===== src/rtl/zs_conc_pkg.sv =====
package zs_conc_pkg;
    localparam int WORD_W     = 14;
    localparam int FRAME_BITS = 2 * WORD_W;
    localparam int ASIC_IDX_W = 4;
    localparam int CHAN_IDX_W = 12;
    localparam int CONC_ID_W  = 10;
    localparam int REC_W      = 2 * WORD_W + CONC_ID_W + ASIC_IDX_W + CHAN_IDX_W;
    localparam int TRAIN_W    = 16;
    localparam int BUNCH_W    = 5;

    typedef struct packed {
        logic [WORD_W-1:0]     amp;
        logic [WORD_W-1:0]     tim;
        logic [ASIC_IDX_W-1:0] asic;
        logic [CHAN_IDX_W-1:0] chan;
    } hit_t;

    typedef enum logic [2:0] {
        PH_IDLE,
        PH_WAIT,
        PH_RECV,
        PH_EMIT,
        PH_MARK
    } phase_e;
endpackage


===== src/rtl/zs_deser.sv =====
module zs_deser
    import zs_conc_pkg::*;
(
    input  logic              clk,
    input  logic              rst_n,
    input  logic              restart,
    input  logic              shift_en,
    input  logic              bit_in,
    output logic              chan_done,
    output logic [WORD_W-1:0] word_amp,
    output logic [WORD_W-1:0] word_tim
);
    localparam int CNT_W = $clog2(FRAME_BITS);

    typedef struct packed {
        logic [FRAME_BITS-2:0] shreg;
        logic [CNT_W-1:0]      cnt;
    } ds_t;

    ds_t q, d;
    logic [FRAME_BITS-1:0] full;
    logic [CNT_W-1:0]      cnt_base;

    always_comb begin
        d         = q;
        full      = {q.shreg, bit_in};
        cnt_base  = restart ? '0 : q.cnt;
        chan_done = 1'b0;
        d.cnt     = cnt_base;
        if (shift_en) begin
            d.shreg = full[FRAME_BITS-2:0];
            if (cnt_base == CNT_W'(FRAME_BITS - 1)) begin
                chan_done = 1'b1;
                d.cnt     = '0;
            end else begin
                d.cnt = cnt_base + 1'b1;
            end
        end
        word_amp = full[FRAME_BITS-1:WORD_W];
        word_tim = full[WORD_W-1:0];
    end

    always_ff @(posedge clk) begin
        if (!rst_n) q <= '0;
        else        q <= d;
    end
endmodule


===== src/rtl/zs_hitbuf.sv =====
module zs_hitbuf
    import zs_conc_pkg::*;
#(
    parameter int DEPTH = 16,
    localparam int IDX_W = $clog2(DEPTH)
) (
    input  logic             clk,
    input  logic             wr_en,
    input  logic [IDX_W-1:0] wr_idx,
    input  hit_t             wr_data,
    input  logic [IDX_W-1:0] rd_idx,
    output hit_t             rd_data
);
    hit_t mem [DEPTH];

    always_ff @(posedge clk) begin
        if (wr_en) mem[wr_idx] <= wr_data;
    end

    assign rd_data = mem[rd_idx];
endmodule


===== src/rtl/zs_concentrator.sv =====
module zs_concentrator
    import zs_conc_pkg::*;
#(
    parameter int N_ASIC    = 12,
    parameter int N_CHAN    = 1024,
    parameter int BUF_DEPTH = 16,
    parameter logic [9:0] CONC_ID = 10'h000
) (
    input  logic               clk,
    input  logic               rst_n,
    input  logic               train_start,
    input  logic [15:0]        train_num,
    input  logic [13:0]        thr,
    input  logic [N_ASIC-1:0]  fe_strobe,
    input  logic [N_ASIC-1:0]  fe_data,
    output logic [N_ASIC-1:0]  fe_req,
    output logic               out_valid,
    input  logic               out_ready,
    output logic [53:0]        out_data,
    output logic [15:0]        out_train,
    output logic [4:0]         out_bunch,
    output logic               out_marker,
    output logic               frame_err,
    output logic               ovf_err
);
    localparam int FILL_W = $clog2(BUF_DEPTH + 1);
    localparam int IDX_W  = $clog2(BUF_DEPTH);
    localparam logic [BUNCH_W-1:0] LAST_BUNCH = '1;

    typedef struct packed {
        phase_e                phase;
        logic [ASIC_IDX_W-1:0] asic;
        logic [CHAN_IDX_W-1:0] chan;
        logic [TRAIN_W-1:0]    train;
        logic [FILL_W-1:0]     fill;
        logic [IDX_W-1:0]      ridx;
        logic [BUNCH_W-1:0]    bunch;
        logic                  ferr;
        logic                  oerr;
    } ctl_t;

    ctl_t q, d;

    logic              sel_strobe, sel_bit;
    logic              ds_restart, ds_shift, ds_done;
    logic [WORD_W-1:0] ds_amp, ds_tim;
    logic              wr_en;
    hit_t              wr_hit, rd_hit;
    logic              match, advance;

    zs_deser u_deser (
        .clk      (clk),
        .rst_n    (rst_n),
        .restart  (ds_restart),
        .shift_en (ds_shift),
        .bit_in   (sel_bit),
        .chan_done(ds_done),
        .word_amp (ds_amp),
        .word_tim (ds_tim)
    );

    zs_hitbuf #(.DEPTH(BUF_DEPTH)) u_buf (
        .clk    (clk),
        .wr_en  (wr_en),
        .wr_idx (IDX_W'(q.fill)),
        .wr_data(wr_hit),
        .rd_idx (q.ridx),
        .rd_data(rd_hit)
    );

    always_comb begin
        d          = q;
        sel_strobe = 1'b0;
        sel_bit    = 1'b0;
        fe_req     = '0;
        ds_restart = 1'b0;
        ds_shift   = 1'b0;
        wr_en      = 1'b0;
        wr_hit     = '{amp: ds_amp, tim: ds_tim, asic: q.asic, chan: q.chan};
        out_valid  = 1'b0;
        out_marker = 1'b0;
        out_data   = '0;
        out_bunch  = '0;
        out_train  = q.train;
        match      = rd_hit.tim[BUNCH_W-1:0] == q.bunch;
        advance    = 1'b0;

        for (int i = 0; i < N_ASIC; i++) begin
            if (q.asic == ASIC_IDX_W'(i)) begin
                sel_strobe = fe_strobe[i];
                sel_bit    = fe_data[i];
                if (q.phase == PH_WAIT || q.phase == PH_RECV) fe_req[i] = 1'b1;
            end
        end

        unique case (q.phase)
            PH_IDLE: begin
                if (train_start) begin
                    d.phase = PH_WAIT;
                    d.train = train_num;
                    d.asic  = '0;
                    d.chan  = '0;
                    d.fill  = '0;
                end
            end
            PH_WAIT, PH_RECV: begin
                if (sel_strobe) begin
                    ds_shift   = 1'b1;
                    ds_restart = (q.phase == PH_WAIT);
                    d.phase    = PH_RECV;
                    if (ds_done) begin
                        if (ds_amp > thr) begin
                            if (q.fill < FILL_W'(BUF_DEPTH)) begin
                                wr_en  = 1'b1;
                                d.fill = q.fill + 1'b1;
                            end else begin
                                d.oerr = 1'b1;
                            end
                        end
                        if (q.chan == CHAN_IDX_W'(N_CHAN - 1)) advance = 1'b1;
                        else d.chan = q.chan + 1'b1;
                    end
                end else if (q.phase == PH_RECV) begin
                    d.ferr     = 1'b1;
                    ds_restart = 1'b1;
                    advance    = 1'b1;
                end
                if (advance) begin
                    d.chan = '0;
                    if (q.asic == ASIC_IDX_W'(N_ASIC - 1)) begin
                        d.phase = PH_EMIT;
                        d.ridx  = '0;
                        d.bunch = '0;
                    end else begin
                        d.asic  = q.asic + 1'b1;
                        d.phase = PH_WAIT;
                    end
                end
            end
            PH_EMIT: begin
                if (q.fill == '0) begin
                    d.phase = PH_MARK;
                end else begin
                    out_valid = match;
                    out_data  = {rd_hit.amp, rd_hit.tim, CONC_ID, rd_hit.asic, rd_hit.chan};
                    out_bunch = q.bunch;
                    if (!match || out_ready) begin
                        if (FILL_W'(q.ridx) == q.fill - 1'b1) begin
                            d.ridx = '0;
                            if (q.bunch == LAST_BUNCH) d.phase = PH_MARK;
                            else d.bunch = q.bunch + 1'b1;
                        end else begin
                            d.ridx = q.ridx + 1'b1;
                        end
                    end
                end
            end
            PH_MARK: begin
                out_valid  = 1'b1;
                out_marker = 1'b1;
                out_data   = REC_W'(q.fill);
                if (out_ready) d.phase = PH_IDLE;
            end
            default: d.phase = PH_IDLE;
        endcase

        frame_err = q.ferr;
        ovf_err   = q.oerr;
    end

    always_ff @(posedge clk) begin
        if (!rst_n) q <= '{phase: PH_IDLE, default: '0};
        else        q <= d;
    end
endmodule


===== config.mk =====
export PLATFORM = sky130hd
export DESIGN_NAME = zs_concentrator
export DESIGN_NICKNAME = d
export VERILOG_FILES = /design/src/rtl/zs_conc_pkg.sv /design/src/rtl/zs_deser.sv /design/src/rtl/zs_hitbuf.sv /design/src/rtl/zs_concentrator.sv
export SDC_FILE = /design/constraint.sdc
export NUM_CORES = 1
export LEC_CHECK = 0
export BUFFER_PORTS_ARGS = -buffer_cell sky130_fd_sc_hd__buf_2
export CAP_MARGIN = 40
export CORE_AREA = 2 2 244 246
export CTS_CLUSTER_SIZE = 10
export DETAILED_ROUTE_END_ITERATION = 8
export DIE_AREA = 0 0 246 248
export PLACE_DENSITY = 0.78
export SLEW_MARGIN = 0
export SYNTH_ARGS = -nofsm -noshare
export SYNTH_HDL_FRONTEND = slang
export SYNTH_HIERARCHICAL = 1
export SYNTH_SLANG_ARGS = --single-unit

===== constraint.sdc =====
create_clock -name clk -period 7.15 [get_ports clk]
set_input_delay 0.715 -clock clk [delete_from_list [all_inputs] [get_ports clk]]
set_output_delay 0.715 -clock clk [all_outputs]
set_load 0.01 [all_outputs]

==> metrics.yaml <==
slowest_delay_ns: 0.67
dp.cells: 2604
post_cts_buffers: 0
holdCritStartpoint: "train_num[15]"
p_leak_nw: 12.2
nets: 2005
hpwlAfterDp_um: 43800
drc_errors: 0
min_path_type: "input pin to flop"
utilization_pct: 61.4
grt_overflow: 0
hold_buffers: 0
grt_pass1_wl_um: 111000
die_w_um: 246
cts_resized: 0
wl_per_cell_um: 27.0
final_area_um2: 35900
crit_family: "simple AND/OR/NAND/NOR gates"
ys_ff_latch: 787
ys_top_cells_by_count: "704 x edfxtp_1, 176 x mux4_2, 121 x nand2_1"
clockBufferDepth: 3
place.gp.congestion: 0.890
cp.buffers_inverters: 4
syn_inst: 1786
yosys_warnings: 6
cp_cell_sequence: "buf_4 > inv_1 > ha_1 > a21oi_1 > a2111oi_0 > o22a_2 > or2_1 > buf_4 > nor2_1 > nor2_1 > nor2_1 > nor2b_1 > ha_1 > nand3_4 > nor4b_4 > o31ai_1 > nor2_1 > and4_1 > nand3b_1 > nor2_4 > buf_4"
stdcell_count: 2760
ys_top_cells_by_area: "edfxtp_1 66%, mux4_2 12%, dfxtp_1 5.2%"
die_y_um: 248
drtAntennaViolNets: 0
regToRegEndpoint: "u_buf/mem[9][36]$_DFFE_PP_"
cts_root_buffer: "clkbuf_16"
diodes: 0
fillers: 3870
maxSlewHeadroom_pct: 37.0
worstHoldEndpoint: "out_train[15]$_SDFFE_PN0P_"
hold_viol: 0
tritoncts: "yes"
die_area_um2: 61000
critPathRequiredTime_ns: 7.45
coreArea_um2: 58500
fin_crit_sh_pct: 84.3
rsz0062_at_grt: "no"
synth_edf_count: 704
syn_avg_cell_area_um2: 17.9
clock_latency_ns: 0.62
antenna_found_initial: 1
num_vias: 17583
synth_ff_type: "edfxtp_1"
arrival_ns: 6.32
slowest_stage: "nor2_4"
synth_top_area_share_pct: 66.3
placed_area_um2: 33300
track_usage_pct: 24.8
first_global_vias: 17649
num_rows: 89
synthArstFlopShare_pct: 0
finalSetupViolations: 0
multi_input_area_um2: 8280
r2r_setup_slack_ns: 1.12
startpoint: "q[44]$_SDFFE_PN0P_"
drt_iter0_drc: 2251
max_clock_freq_ghz: 0.166
fin_tns_setup_ns: 0
total_power_w: 0.00927
hold_depth: 3
cp_max_fo: 21
clkTransAtPathRegs_ns: 0.05
num_io_pins: 149
syn2layout_area_growth_pct: 12.5
htree_num_levels: 3
drv_cap: 0
synth_area_um2: 31900
vias_per_cell: 6.37
finClkSkew_ns: 0.0199
synth.distinct_cells: 67
max_slew.worst_pin.slew_ns: 0.940
drive_gt1_share_pct: 24.8
worst-r2r-cell-count: 21
worstSetupPathType: "flop to flop"
port_buffers: 138
power.density_nw_per_um2: 258
period_needed_ns: 6.03
initial_utilization_pct: 54.6
grt_start_max_net_pins: 57
cpMostUsedCell: "nor2_1"
firstDrtPassIters: 5
slew_viol_final: 0
cts_buffers: 89
worstReg2RegStart: "q[44]$_SDFFE_PN0P_"
critPathCaptureType: "flop"
critical_path.startpoint_type: "flop"
vdd_drop_max_mv: 0.167
regArea_um2: 22800
seq_area_frac_synth_pct: 71.5
synth_most_common_cell: "edfxtp_1"
yosys.area.top_type: "edfxtp_1"
clock_sinks: 787
status: "finished, final reports clean"
drt_wl_total_um: 74600
==> routing by layer <==
layer  share of wire, %  routed length, µm  global-route usage, %
met5                  0                  0                      0
met4                2.5               1860                   8.07
met3                9.5               7100                   4.21
met2                 49              36500                   39.8
met1                 39              29100                   34.9
==> placed cells by master, fill, tap and decap left out, types with 9 or more instances in the layout <==
cell type | synthesis | routed
buf_4 | 67 | 43
nor2b_1 | 35 | 33
clkbuf_16 | 0 | 93
clkbuf_1 | 50 | 58
nand4_1 | 9 | 9
buf_2 | 13 | 138
edfxtp_1 | 704 | 704
and2_1 | 57 | 56
a22oi_1 | 91 | 91
nor2_4 | 0 | 15
dfxtp_1 | 83 | 81
conb_1 | 1 | 10
inv_1 | 31 | 31
mux4_2 | 176 | 176
ha_1 | 25 | 25
nor2_1 | 46 | 31
mux2i_1 | 31 | 31
xnor2_1 | 9 | 9
and3_1 | 10 | 10
a21oi_1 | 41 | 41
nand2_1 | 121 | 121
nand3_1 | 19 | 19
o21ai_0 | 26 | 25
nor3_1 | 16 | 12
==> worst reg2reg max path: stages, from the launching register on <==
cell       delay [ns]
dfxtp_1          0.29
buf_4            0.19
inv_1            0.12
ha_1             0.48
a21oi_1          0.08
a2111oi_0        0.42
o22a_2           0.30
or2_1            0.12
buf_4            0.16
nor2_1           0.05
nor2_1           0.10
nor2_1           0.11
nor2b_1          0.23
ha_1             0.25
nand3_4          0.10
nor4b_4          0.49
o31ai_1          0.17
nor2_1           0.13
and4_1           0.46
nand3b_1         0.39
nor2_4           0.67
buf_4            0.40
==> state kept, by name, indices dropped and copies added (netlist names) <==
name and cells:
frame_err 1, u_deser/word_amp 14, u_deser/word_tim 13, ovf_err 1, out_train 16, u_deser/q 5, q 33, u_buf/mem 704
==> area by class of cell <==
| type | instances | share of cell area (%) |
|---|---|---|
| clock inverters | 5 | 0.160 |
| inverters | 31 | 0.324 |
| clock buffers | 151 | 7.09 |
| repair buffers | 186 | 3.10 |
| well taps | 773 | 2.69 |
| multi-input cells | 827 | 23.1 |
| flip-flops and latches | 787 | 63.6 |
==> kinds of logic (layout without fill, tap and decap cells) <==
| kind of cell | Yosys count | count (layout) | synth area share [%] |
|---|---|---|---|
| buffers and inverters | 181 | 373 | 3.23 |
| other | 1 | 10 | 0.0118 |
| DFF | 787 | 787 | 71.5 |
| adders and majority gates | 25 | 25 | 0.980 |
| AOI/OAI and AO/OA | 218 | 218 | 4.75 |
| xor gates and xnor gates | 14 | 14 | 0.431 |
| muxes | 207 | 207 | 13.4 |
| and+or+nand+nor | 353 | 353 | 5.74 |
==> stage by stage <==
stage | hold WS (ns) | worst slack (ns)
after detailed placement | 0.448 | 1.16
final | 0.331 | 1.12
after global placement | 0.440 | 1.37
after floorplan | 0.437 | 0.737
after global routing | 0.337 | 0.671
after CTS | 0.312 | 1.13
==> power breakdown <==
group	switching, W	internal, W	total [W]
registers	0.0000149	0.00496	0.00497
logic	0.000111	0.0000607	0.000172
clock network	0.00169	0.00243	0.00413
total	0.00182	0.00745	0.00927
==> worst max-delay path by stage <==
stage                                 endpoint  depth (start not counted)
CTS                 u_buf/mem[9][41]$_DFFE_PP_                         21
floorplan            u_buf/mem[1][0]$_DFFE_PP_                         20
finish              u_buf/mem[9][36]$_DFFE_PP_                         21
global route        u_buf/mem[9][41]$_DFFE_PP_                         21
detailed placement  u_buf/mem[9][41]$_DFFE_PP_                         21
global placement    u_buf/mem[9][41]$_DFFE_PP_                         21
Note: power is estimated with default switching activity, not from simulation.
